**config.mk**
```make
export PLATFORM = sky130hd
export DESIGN_NAME = burst_col_gen
export DESIGN_NICKNAME = d
export VERILOG_FILES = /design/src/rtl/burst_col_pkg.sv /design/src/rtl/burst_col_dp.sv /design/src/rtl/burst_col_ctrl.sv /design/src/rtl/burst_col_gen.sv
export SDC_FILE = /design/constraint.sdc
export NUM_CORES = 1
export LEC_CHECK = 0
export ABC_AREA = 1
export CAP_MARGIN = 20
export CORE_MARGIN = 8
export CORE_UTILIZATION = 52
export CTS_CLUSTER_SIZE = 25
export DETAILED_ROUTE_END_ITERATION = 7
export GPL_TIMING_DRIVEN = 1
export PLACE_DENSITY = 0.8
export SLEW_MARGIN = 25
export SYNTH_ARGS = -nofsm -noshare
export SYNTH_HDL_FRONTEND = slang
export SYNTH_HIERARCHICAL = 1
export SYNTH_SLANG_ARGS = --single-unit
```
**constraint.sdc**
```tcl
create_clock -name clk -period 2.17 [get_ports clk]
set_clock_uncertainty 0.1 [all_clocks]
set_input_delay 0.434 -clock clk [delete_from_list [all_inputs] [get_ports clk]]
set_output_delay 0.434 -clock clk [all_outputs]
set_load 0.005 [all_outputs]
```
**src/rtl/burst_col_pkg.sv**
```systemverilog
package burst_col_pkg;

  typedef struct packed {
    logic load;
    logic step;
  } colStrobes_t;

  localparam logic [2:0] BL_FULL = 3'b111;

  function automatic logic [7:0] lenMask(input logic [2:0] sel);
    case (sel)
      3'b001:  lenMask = 8'd1;
      3'b010:  lenMask = 8'd3;
      3'b011:  lenMask = 8'd7;
      BL_FULL: lenMask = 8'hFF;
      default: lenMask = 8'd0;
    endcase
  endfunction

endpackage

```
**src/rtl/burst_col_dp.sv**
```systemverilog
module burst_col_dp
  import burst_col_pkg::*;
#(
  parameter int COL_W = 8
) (
  input  logic             clk,
  input  logic             rstN,
  input  colStrobes_t      strobes,
  input  logic [COL_W-1:0] startCol,
  input  logic [2:0]       blSel,
  input  logic             interleave,
  input  logic             forceSingle,
  output logic [COL_W-1:0] col,
  output logic             cntAtEnd
);

  logic [COL_W-1:0] baseCol;
  logic [COL_W-1:0] blkMask;
  logic [COL_W-1:0] beatCnt;
  logic             xorOrder;
  logic [COL_W-1:0] offset;
  logic [7:0]       rawMask;

  assign rawMask = lenMask(blSel);

  always_ff @(posedge clk or negedge rstN) begin
    if (!rstN) begin
      baseCol  <= '0;
      blkMask  <= '0;
      beatCnt  <= '0;
      xorOrder <= 1'b0;
    end else if (strobes.load) begin
      baseCol  <= startCol;
      blkMask  <= forceSingle ? '0 : COL_W'(rawMask);
      beatCnt  <= '0;
      xorOrder <= interleave && (blSel != BL_FULL) && !forceSingle;
    end else if (strobes.step) begin
      beatCnt  <= beatCnt + 1'b1;
    end
  end

  assign offset   = xorOrder ? (baseCol ^ beatCnt) : (baseCol + beatCnt);
  assign col      = (baseCol & ~blkMask) | (offset & blkMask);
  assign cntAtEnd = (beatCnt == blkMask);

endmodule

```
**src/rtl/burst_col_ctrl.sv**
```systemverilog
module burst_col_ctrl
  import burst_col_pkg::*;
(
  input  logic        clk,
  input  logic        rstN,
  input  logic        startStb,
  input  logic        advance,
  input  logic        terminate,
  input  logic        fullLoad,
  input  logic        cntAtEnd,
  output colStrobes_t strobes,
  output logic        active,
  output logic        lastBeat
);

  logic fullRun;

  assign lastBeat     = active && !fullRun && cntAtEnd;
  assign strobes.load = startStb;
  assign strobes.step = active && advance && !terminate && !startStb && !lastBeat;

  always_ff @(posedge clk or negedge rstN) begin
    if (!rstN) begin
      active  <= 1'b0;
      fullRun <= 1'b0;
    end else if (startStb) begin
      active  <= 1'b1;
      fullRun <= fullLoad;
    end else if (active && terminate) begin
      active  <= 1'b0;
    end else if (active && advance && lastBeat) begin
      active  <= 1'b0;
    end
  end

endmodule

```
**src/rtl/burst_col_gen.sv**
```systemverilog
module burst_col_gen
  import burst_col_pkg::*;
#(
  parameter int COL_W = 8
) (
  input  logic             clk,
  input  logic             rstN,
  input  logic             startStb,
  input  logic [COL_W-1:0] startCol,
  input  logic [2:0]       blSel,
  input  logic             interleave,
  input  logic             isWrite,
  input  logic             wrSingle,
  input  logic             advance,
  input  logic             terminate,
  output logic             active,
  output logic [COL_W-1:0] col,
  output logic             lastBeat
);

  colStrobes_t strobes;
  logic        forceSingle;
  logic        fullLoad;
  logic        cntAtEnd;

  assign forceSingle = isWrite && wrSingle;
  assign fullLoad    = (blSel == BL_FULL) && !forceSingle;

  burst_col_ctrl u_ctrl (
    .clk(clk), .rstN(rstN), .startStb(startStb), .advance(advance),
    .terminate(terminate), .fullLoad(fullLoad), .cntAtEnd(cntAtEnd),
    .strobes(strobes), .active(active), .lastBeat(lastBeat)
  );

  burst_col_dp #(.COL_W(COL_W)) u_dp (
    .clk(clk), .rstN(rstN), .strobes(strobes), .startCol(startCol),
    .blSel(blSel), .interleave(interleave), .forceSingle(forceSingle),
    .col(col), .cntAtEnd(cntAtEnd)
  );

endmodule

```
=== After elaboration in Yosys (flattened, before gate mapping) ===
Index checks and enable logic that the tools add are counted.

* Register bits after elaboration: 27
* Input bits: 19
* Output and inout port bits: 10
* Logic and storage cells: 46

* $add $sub $neg: 2
* Eq/ne operators: 6
* Muxes and demuxes: 8
* Bitwise operators: 5
* Reductions and logical operators: 19

{| class="wikitable"
|+ Operators by type and width
! cell !! count
|-
| 8-bit 2-to-1 mux || 4
|-
| 8-bit case mux with 4 select lines || 1
|-
| 8-bit AND || 2
|-
| 1-bit logical AND || 12
|-
| 8-bit by 1-bit adder with 8-bit output (second input constant) || 1
|-
| 8-bit adder || 1
|-
| 8-bit == test || 1
|-
| 8-bit NOT || 1
|-
| 8-bit OR || 1
|-
| 8-bit XOR || 1
|-
| 3-bit by 2-bit == test with 1-bit output (second input constant) || 2
|-
| 1-bit zero test || 5
|-
| 3-bit by 1-bit == test with 1-bit output (second input constant) || 1
|-
| 3-bit == test (second input constant) || 1
|-
| 1-bit 2-to-1 mux || 3
|-
| 3-bit != test (second input constant) || 1
|-
| 3-bit nonzero test || 1
|-
| 2-bit nonzero test || 1
|}

=== Depth between registers and ports, before layout ===
Gate-level depths: netlist of the first run.

* Word-level depth: 7
* Mapped depth: 14
* Depth with buffers taken out: 14

=== Cells and area by module ===
The synthesis of the first run kept the hierarchy.

{| class="wikitable"
|+ By module, submodules not included
! module !! instances !! cells an instance !! area each (sq um) !! seq. area each (sq um)
|-
| burst_col_dp || 1 || 190 || 1,407.6 || 525.5
|-
| burst_col_ctrl || 1 || 17 || 126.4 || 50.0
|-
| burst_col_gen || 1 || 4 || 18.8 || 0.0
|}

=== Least setup slack after synthesis of the first run ===
Ideal clock, no wire load.

* Path kind: reg2out
* Start: register u_dp.beatCnt[0]
* End: output port col[4]
* Data arrival time: 1,597 ps
* Required time: 1,636 ps
* Setup slack: 39 ps
* Cell stages (with the launch flop): 8
* Cells stage by stage: dfrtp_1 ha_1 inv_1 fa_1 o21ai_0 nand2_1 xor2_1 o21ai_0

* Cells in the longest elaborated chain, start to end: 4

{| class="wikitable"
|+ RTL lines
! what !! line !! RTL
|-
| start, declared || burst_col_dp.sv:19 || <nowiki>logic [COL_W-1:0] beatCnt;</nowiki>
|-
| start signal, assigned || burst_col_dp.sv:38 || <nowiki>beatCnt <= beatCnt + 1'b1;</nowiki>
|-
| 8-bit adder || burst_col_dp.sv:42 || <nowiki>assign offset = xorOrder ? (baseCol ^ beatCnt) : (baseCol + beatCnt);</nowiki>
|-
| 8-bit 2-to-1 mux || burst_col_dp.sv:42 ||
|-
| 8-bit AND || burst_col_dp.sv:43 || <nowiki>assign col = (baseCol & ~blkMask) | (offset & blkMask);</nowiki>
|-
| 8-bit OR || burst_col_dp.sv:43 ||
|-
| end, declared || burst_col_gen.sv:17 || <nowiki>output logic [COL_W-1:0] col,</nowiki>
|}

No other way between the ends.

=== Worst setup path in the final report of the first run ===
* Start: register u_dp.baseCol[0]
* End: output port col[4]

* Cells in the longest elaborated chain, start to end: 4

{| class="wikitable"
|+ RTL lines
! what !! line !! RTL
|-
| start, declared || burst_col_dp.sv:17 || <nowiki>logic [COL_W-1:0] baseCol;</nowiki>
|-
| start signal, assigned || burst_col_dp.sv:33 || <nowiki>baseCol <= startCol;</nowiki>
|-
| 8-bit adder || burst_col_dp.sv:42 ||
|-
| 8-bit 2-to-1 mux || burst_col_dp.sv:42 ||
|-
| 8-bit AND || burst_col_dp.sv:43 ||
|-
| 8-bit OR || burst_col_dp.sv:43 ||
|}

No other way between the ends.

==> results.json, run 1 <==
{
  "status": "finished, violations left",
  "violations": "setup timing",
  "die_h_um": 70.65,
  "synth_top_family_by_area": "simple AND/OR/NAND/NOR gates",
  "final_common_cell": "nand2_1",
  "drt_first_pass_iters": 5,
  "overflow": 0,
  "tightest_slew_ns": 0.3173,
  "grt_max_degree": 24,
  "switching_share_pct": 32.06,
  "p_clk_share_pct": 21.2,
  "synth.distinct_cells": 34,
  "synth_seq_cells": 23,
  "synth_compound_area_share_pct": 13.38,
  "initial_core_util_pct": 52.58,
  "multi_input_area_um2": 1066,
  "synth_warnings": 6,
  "seqPwrFrac_pct": 46.9,
  "max_clock_freq_mhz": 381.5,
  "p_comb_share_pct": 31.9,
  "grt_pass1_vias": 1748,
  "power_density_nw_per_um2": 415.1,
  "required_ns": 1.64,
  "synthArstFlopShare_pct": 100.0,
  "crit_path_start_kind": "flop",
  "total_power_w": 0.001014,
  "viasPerCell": 5.770,
  "crit_arrival_ns": 2.09,
  "routedWlPerCell_um": 17.37,
  "drtAntennaViolNets": 0,
  "p_switching_w": 0.0003251,
  "regArea_um2": 575.6,
  "worstSkewPairLatency_ns": 0.33,
  "holdWs_ns": 0.3418,
  "slowest_delay_ns": 0.39,
  "cts_root_buffer": "clkbuf_4",
  "cts_sinks": 23,
  "crit_family": "adder cells",
  "dp_hpwl_mm": 2.989,
  "row_count": 20,
  "cp_cell_sequence": "ha_2 -> inv_2 -> fa_2 -> o21ai_2 -> buf_4 -> nand2_2 -> xor2_1 -> o21ai_1 -> buf_2",
  "drive_gt1_share_pct": 37.19,
  "p_int_w": 0.0006887,
  "cap_violations": 0,
  "critPathCaptureType": "output port",
  "syn_nets": 239,
  "vias": 1835,
  "rsz0062_at_grt": "true",
  "worstPathMaxFanout": 2,
  "core_um2": 2953,
  "io_pins": 29,
  "setup-violations-final": 10,
  "syn2layout_area_growth_pct": 57.29,
  "antenna_found_initial": 0,
  "drc_errors": 0,
  "clockBufferDepth": 2,
  "portBuffers": 28,
  "setup_slack_ns": -0.4510,
  "min_path_type": "input pin to async pin",
  "grt_pass1_wl_mm": 7.810,
  "synth-xor-area-share_pct": 2.256,
  "fp.dieW_um": 70.65,
  "avgSynthCellArea_um2": 7.359,
  "slowest_stage": "dfrtp_1",
  "synth_edf_count": 0,
  "mostFrequentLayoutCells": "nand2_1 (51), buf_4 (40), inv_1 (25)",
  "num-nets-final": 314,
  "n_antenna_cell": 0,
  "synth_flop_cell": "dfrtp_1",
  "cp_num_buf_inv": 3,
  "p_leak_nw": 1.175,
  "nFillCells": 176,
  "h-tree-depth": 1,
  "cts_tree": "yes",
  "syn_area_um2": 1553,
  "worstSetupPathType": "flop to output port",
  "place.gp.congestion": 0.7919,
  "final-hold-violation-count": 0,
  "clk_pin_slew_ns": 0.13,
  "period_share_pct": 120.8,
  "yosysSeqAreaShare_pct": 37.07,
  "max_slew_margin_pct": 78.72,
  "period_needed_ns": 2.621,
  "synthAdderAreaFrac_pct": 7.736,
  "synth_simple_gate_area_share_pct": 30.78,
  "syn_inst": 211,
  "drv_slew": 0,
  "routed_wl_mm": 5.524,
  "vdd_ir_drop_max_mv": 0.3233,
  "synthMuxAreaShare_pct": 0,
  "cts_made_buffers": 3,
  "drtIter0Drc": 180,
  "die_area_um2": 4991,
  "grtUsageTotal_pct": 19.04
}
## worst reg2reg max path, delay by kind of cell, from the launching register on
family | cells | cell delay, ns
flip-flops | 1 | 0.46
AND/OR/NAND/NOR | 10 | 1.17
AO/OA/AOI/OAI | 2 | 0.11
buffers and inverters | 2 | 0.30
## synthesized netlist by cell type (3+ instances only)
cell type	number	share of area [%]
nand2_1	58	14
inv_1	27	6.5
dfrtp_1	23	37
o21ai_0	16	5.2
nand3_1	14	4.5
a21oi_1	10	3.2
nor2_1	10	2.4
ha_1	8	6.4
nand4_1	4	1.6
clkbuf_1	3	0.73
nor2_4	3	2.2
## cells by family after synthesis
group | Yosys count
xor gates and xnor gates | 4
adders and majority gates | 9
and+or+nand+nor | 103
buffers and inverters | 35
AOI/OAI and AO/OA | 37
DFF | 23
## metrics by stage
stage               utilization [%]  std cells  cell area, um2  setup slack, ns  TNS (ns)
global route                  82.71        318            2442          -0.5192    -3.286
CTS                           77.03        313            2275          -0.3462    -1.812
global placement              71.57        302            2113          -0.4212    -2.124
floorplan                         -        211            1553          0.03947         0
finish                        82.71        318            2442          -0.4510    -2.398
detailed placement            71.57        302            2113          -0.5034    -2.632
## timing repair
action                                  in CTS  in global routing
hold buffers                                 0                  0
gates resized for setup                     61                 34
pin swaps                                   18                 17
setup buffers                                7                  7
endpoints found under the setup margin      13                 15
## routing by layer
layer	up-vias	track usage, %	wire length, um
met5	-	0	0
met4	0	10.85	234
met3	25	2.260	362
met2	92	32.89	2770
met1	879	22.17	2157
li1	839	-	-
## cell type report
| class | instances | share of cell area (%) |
|---|---|---|
| Clock buffer | 4 | 1.076 |
| Inverter | 30 | 4.713 |
| Multi-Input combinational cell | 153 | 43.65 |
| Sequential cell | 23 | 23.57 |
| Tap cell | 33 | 1.691 |
| Timing Repair Buffer | 75 | 25.31 |
## registers in the layout, indices dropped and copies added, names as in the netlist
name	cells
u_dp/baseCol	8
u_ctrl/active	1
u_dp/beatCnt	8
u_dp/blkMask	4
u_ctrl/fullRun	1
u_dp/xorOrder	1
## path summary, 6_finish.rpt
check,from,end,slack (ns),cells after the start
max reg2reg,u_dp/beatCnt[2],u_dp/beatCnt[7],-0.05,14
min reg2reg,u_ctrl/fullRun,u_ctrl/fullRun,0.43,2
min,rstN,u_dp/blkMask[1],0.34,2
min in group clk,u_ctrl/fullRun,u_ctrl/fullRun,0.43,2
max,u_dp/baseCol[0],col[4],-0.45,9
max in group asynchronous,rstN,u_dp/beatCnt[1],1.39,2
## power by group through the flow
stage | sequential, W | clock, W | combinational [W]
global route | 0.000478 | 0.000237 | 0.000348
floorplan | 0.000477 | 0 | 0.000118
detailed placement | 0.000479 | 0 | 0.000287
CTS | 0.000472 | 0.000207 | 0.000294
finish | 0.000475 | 0.000215 | 0.000323
global placement | 0.000478 | 0 | 0.000282
No activity file was read; power rests on OpenSTA's default activity.
==> run 2, diff against run 1 <==
GPL_ROUTABILITY_DRIVEN = 0   (was unset)
GPL_TIMING_DRIVEN = unset   (was 1)
HOLD_SLACK_MARGIN = 0.08   (was unset)
==> results of run 2 <==
The final DEF is identical to that of run 1; final timing and power are the same.
==> run 3, diff against run 2 <==
CORE_UTILIZATION = 53   (was 52)
GPL_TIMING_DRIVEN = 0   (was unset)
SYNTH_HIERARCHICAL = unset   (was 1)
==> results.json, run 3 <==
{
  "status": "finished, violations left",
  "violations": "setup timing",
  "tightest_slew_ns": 0.6444,
  "grt_pass1_wl_mm": 7.948,
  "crit_path_start_kind": "flop",
  "place_ws_ns": -0.6579,
  "viasPerCell": 5.221,
  "critPathCaptureType": "output port",
  "dp_hpwl_mm": 3.156,
  "max_clock_freq_mhz": 404.9,
  "drtAntennaViolNets": 0,
  "die_h_um": 73.14,
  "period_needed_ns": 2.470,
  "worstPathMaxFanout": 2,
  "min_path_type": "flop to flop",
  "synth.distinct_cells": 30,
  "n_antenna_cell": 0,
  "crit_arrival_ns": 1.94,
  "die_area_um2": 5349,
  "row_count": 20,
  "overflow": 0,
  "r2r_start": "u_dp.beatCnt[5]",
  "synthMuxAreaShare_pct": 0,
  "avgSynthCellArea_um2": 6.922,
  "vias": 1796,
  "synth_edf_count": 0,
  "netlist.area_leader.share_pct": 33.26,
  "drive_gt1_share_pct": 23.00,
  "syn_inst": 250,
  "drv_slew": 0,
  "synth_compound_area_share_pct": 10.56,
  "synth_warnings": 0,
  "setup-violations-final": 7,
  "num-nets-final": 329,
  "initial_core_util_pct": 56.22,
  "reg.largest.list": "u_dp.baseCol (8), u_dp.beatCnt (8), u_dp.blkMask (4)",
  "clockBufferDepth": 2,
  "synth_flop_cell": "dfrtp_1",
  "crit_end": "col[6]",
  "worstSkewPairLatency_ns": 0.32,
  "max_slew_margin_pct": 56.80,
  "grt_max_degree": 24,
  "clk_pin_slew_ns": 0.13,
  "cts_tree": "yes",
  "drc_errors": 0,
  "rsz0062_at_grt": "true",
  "h-tree-depth": 1,
  "vdd_ir_drop_max_mv": 0.2555,
  "synth-xor-area-share_pct": 2.531,
  "drt_first_pass_iters": 5,
  "cts_made_buffers": 3,
  "syn_area_um2": 1730,
  "cts_root_buffer": "clkbuf_4",
  "crit_start": "u_dp.beatCnt[0]",
  "min_from": "u_dp.baseCol[7]",
  "setup_slack_ns": -0.2995,
  "reg2reg_setup_slack_ns": 0.43,
  "ff2ff_path_depth": 10,
  "yosysMostFrequentCell": "nand2_1",
  "required_ns": 1.64,
  "portBuffers": 28,
  "synth_top_family_by_area": "simple AND/OR/NAND/NOR gates",
  "io_pins": 29,
  "grtUsageTotal_pct": 18.83,
  "synthAdderAreaFrac_pct": 6.941,
  "core_um2": 3078,
  "r2r_end": "u_dp.beatCnt[3]",
  "period_share_pct": 113.8,
  "drtIter0Drc": 107,
  "cts_sinks": 23,
  "antenna_found_initial": 0,
  "regArea_um2": 583.1,
  "fp.dieW_um": 73.14,
  "final-hold-violation-count": 0,
  "cap_violations": 0,
  "routedWlPerCell_um": 13.55,
  "grt_pass1_vias": 1809,
  "routed_wl_mm": 4.661,
  "synthArstFlopShare_pct": 100.0,
  "multi_input_area_um2": 1120,
  "final_common_cell": "nand2_1",
  "power_density_nw_per_um2": 422.4,
  "mostFrequentLayoutCells": "nand2_1 (75), inv_1 (32), clkdlybuf4s50_1 (18)",
  "synth_commonest_cells": "nand2_1 (78), inv_1 (34), dfrtp_1 (23)",
  "synth_simple_gate_area_share_pct": 36.51,
  "nFillCells": 241,
  "yosysSeqAreaShare_pct": 33.26,
  "syn_nets": 278,
  "p_leak_nw": 1.185,
  "worstSetupPathType": "flop to output port",
  "yosysTopAreaCell": "dfrtp_1",
  "synth_seq_cells": 23,
  "syn2layout_area_growth_pct": 35.72,
  "netlist_top_cells_area": "dfrtp_1 (33%), nand2_1 (17%), inv_1 (7.4%)",
  "holdWs_ns": 0.4687
}
run 3: cell count changes after synthesis, moves of 4 or more:
cell / before / now
nor2_1: 10 / 18
o22ai_1: 2 / 6
nand4_1: 4 / 12
nand2_1: 58 / 78
a21oi_1: 10 / 6
nand3_1: 14 / 19
inv_1: 27 / 34
run 3: metrics by stage:
| step | setup TNS (ns) | std cells | util (%) | area [um2] | power (W) |
|---|---|---|---|---|---|
| final | -1.501 | 344 | 76.30 | 2349 | 0.0009919 |
| after global placement | -2.719 | 322 | 67.11 | 2066 | 0.0007568 |
| after global routing | -2.238 | 344 | 76.30 | 2349 | 0.001053 |
| after CTS | -1.583 | 342 | 74.47 | 2292 | 0.0009746 |
| after detailed placement | -2.834 | 322 | 66.95 | 2061 | 0.0007604 |
| after floorplan | 0 | 250 | - | 1730 | 0.0006344 |
run 3: how the worst min path moves through the flow:
stage | end | slack (ns) | depth (start not counted)
detailed placement | u_dp.baseCol[0] | 0.34 | 1
finish | u_dp.baseCol[7] | 0.47 | 2
global placement | u_dp.baseCol[6] | 0.39 | 2
floorplan | u_ctrl.active | 0.04 | 0
global route | u_dp.baseCol[3] | 0.50 | 2
CTS | u_dp.baseCol[4] | 0.46 | 2
run 3: timing repair:
action | CTS | global route
gates cloned | 0 | 0
hold buffers | 1 | 0
buffers inserted | 15 | 4
endpoints found under the setup margin | 9 | 8
pin swaps | 10 | 11
hold endpoints to repair | 23 | 0
gates resized for setup | 53 | 13
run 3: kinds of logic (layout without fill, tap and decap cells):
group / after synthesis / count (layout)
adders and majority gates: 9 / 9
buffers and inverters: 42 / 92
AOI/OAI and AO/OA: 31 / 31
xor gates and xnor gates: 5 / 5
DFF: 23 / 23
and+or+nand+nor: 140 / 140
run 3: final cells by class:
| type | count | share of cell area (%) |
|---|---|---|
| Buffer | 7 | 1.758 |
| Clock buffer | 4 | 1.119 |
| Inverter | 35 | 5.807 |
| Multi-Input combinational cell | 185 | 47.68 |
| Sequential cell | 23 | 24.83 |
| Tap cell | 44 | 2.344 |
| Timing Repair Buffer | 46 | 16.46 |
run 3: where the power goes:
part | total (W) | internal [W] | switching (W)
sequential | 0.000484 | 0.000454 | 0.0000291
clock | 0.000210 | 0.0000721 | 0.000138
combinational | 0.000298 | 0.000140 | 0.000158
total | 0.000992 | 0.000667 | 0.000325
run 3: per-layer routing:
| metal | up-vias | track usage [%] | wire length [um] |
|---|---|---|---|
| met2 | 48 | 33.37 | 2384 |
| met1 | 823 | 20.64 | 1919 |
| met5 | - | 0 | 0 |
| met4 | 0 | 8.667 | 131 |
| li1 | 914 | - | - |
| met3 | 11 | 4.258 | 225 |
run 3: critical path, stage by stage, from the launching register on:
cell and delay [ns]:
dfrtp_2 0.42, ha_4 0.15, inv_2 0.04, fa_2 0.35, o21ai_2 0.18, nand3b_1 0.13
nand2_1 0.08, nand2_1 0.05, nand3_1 0.06, nand2_1 0.04, buf_2 0.12
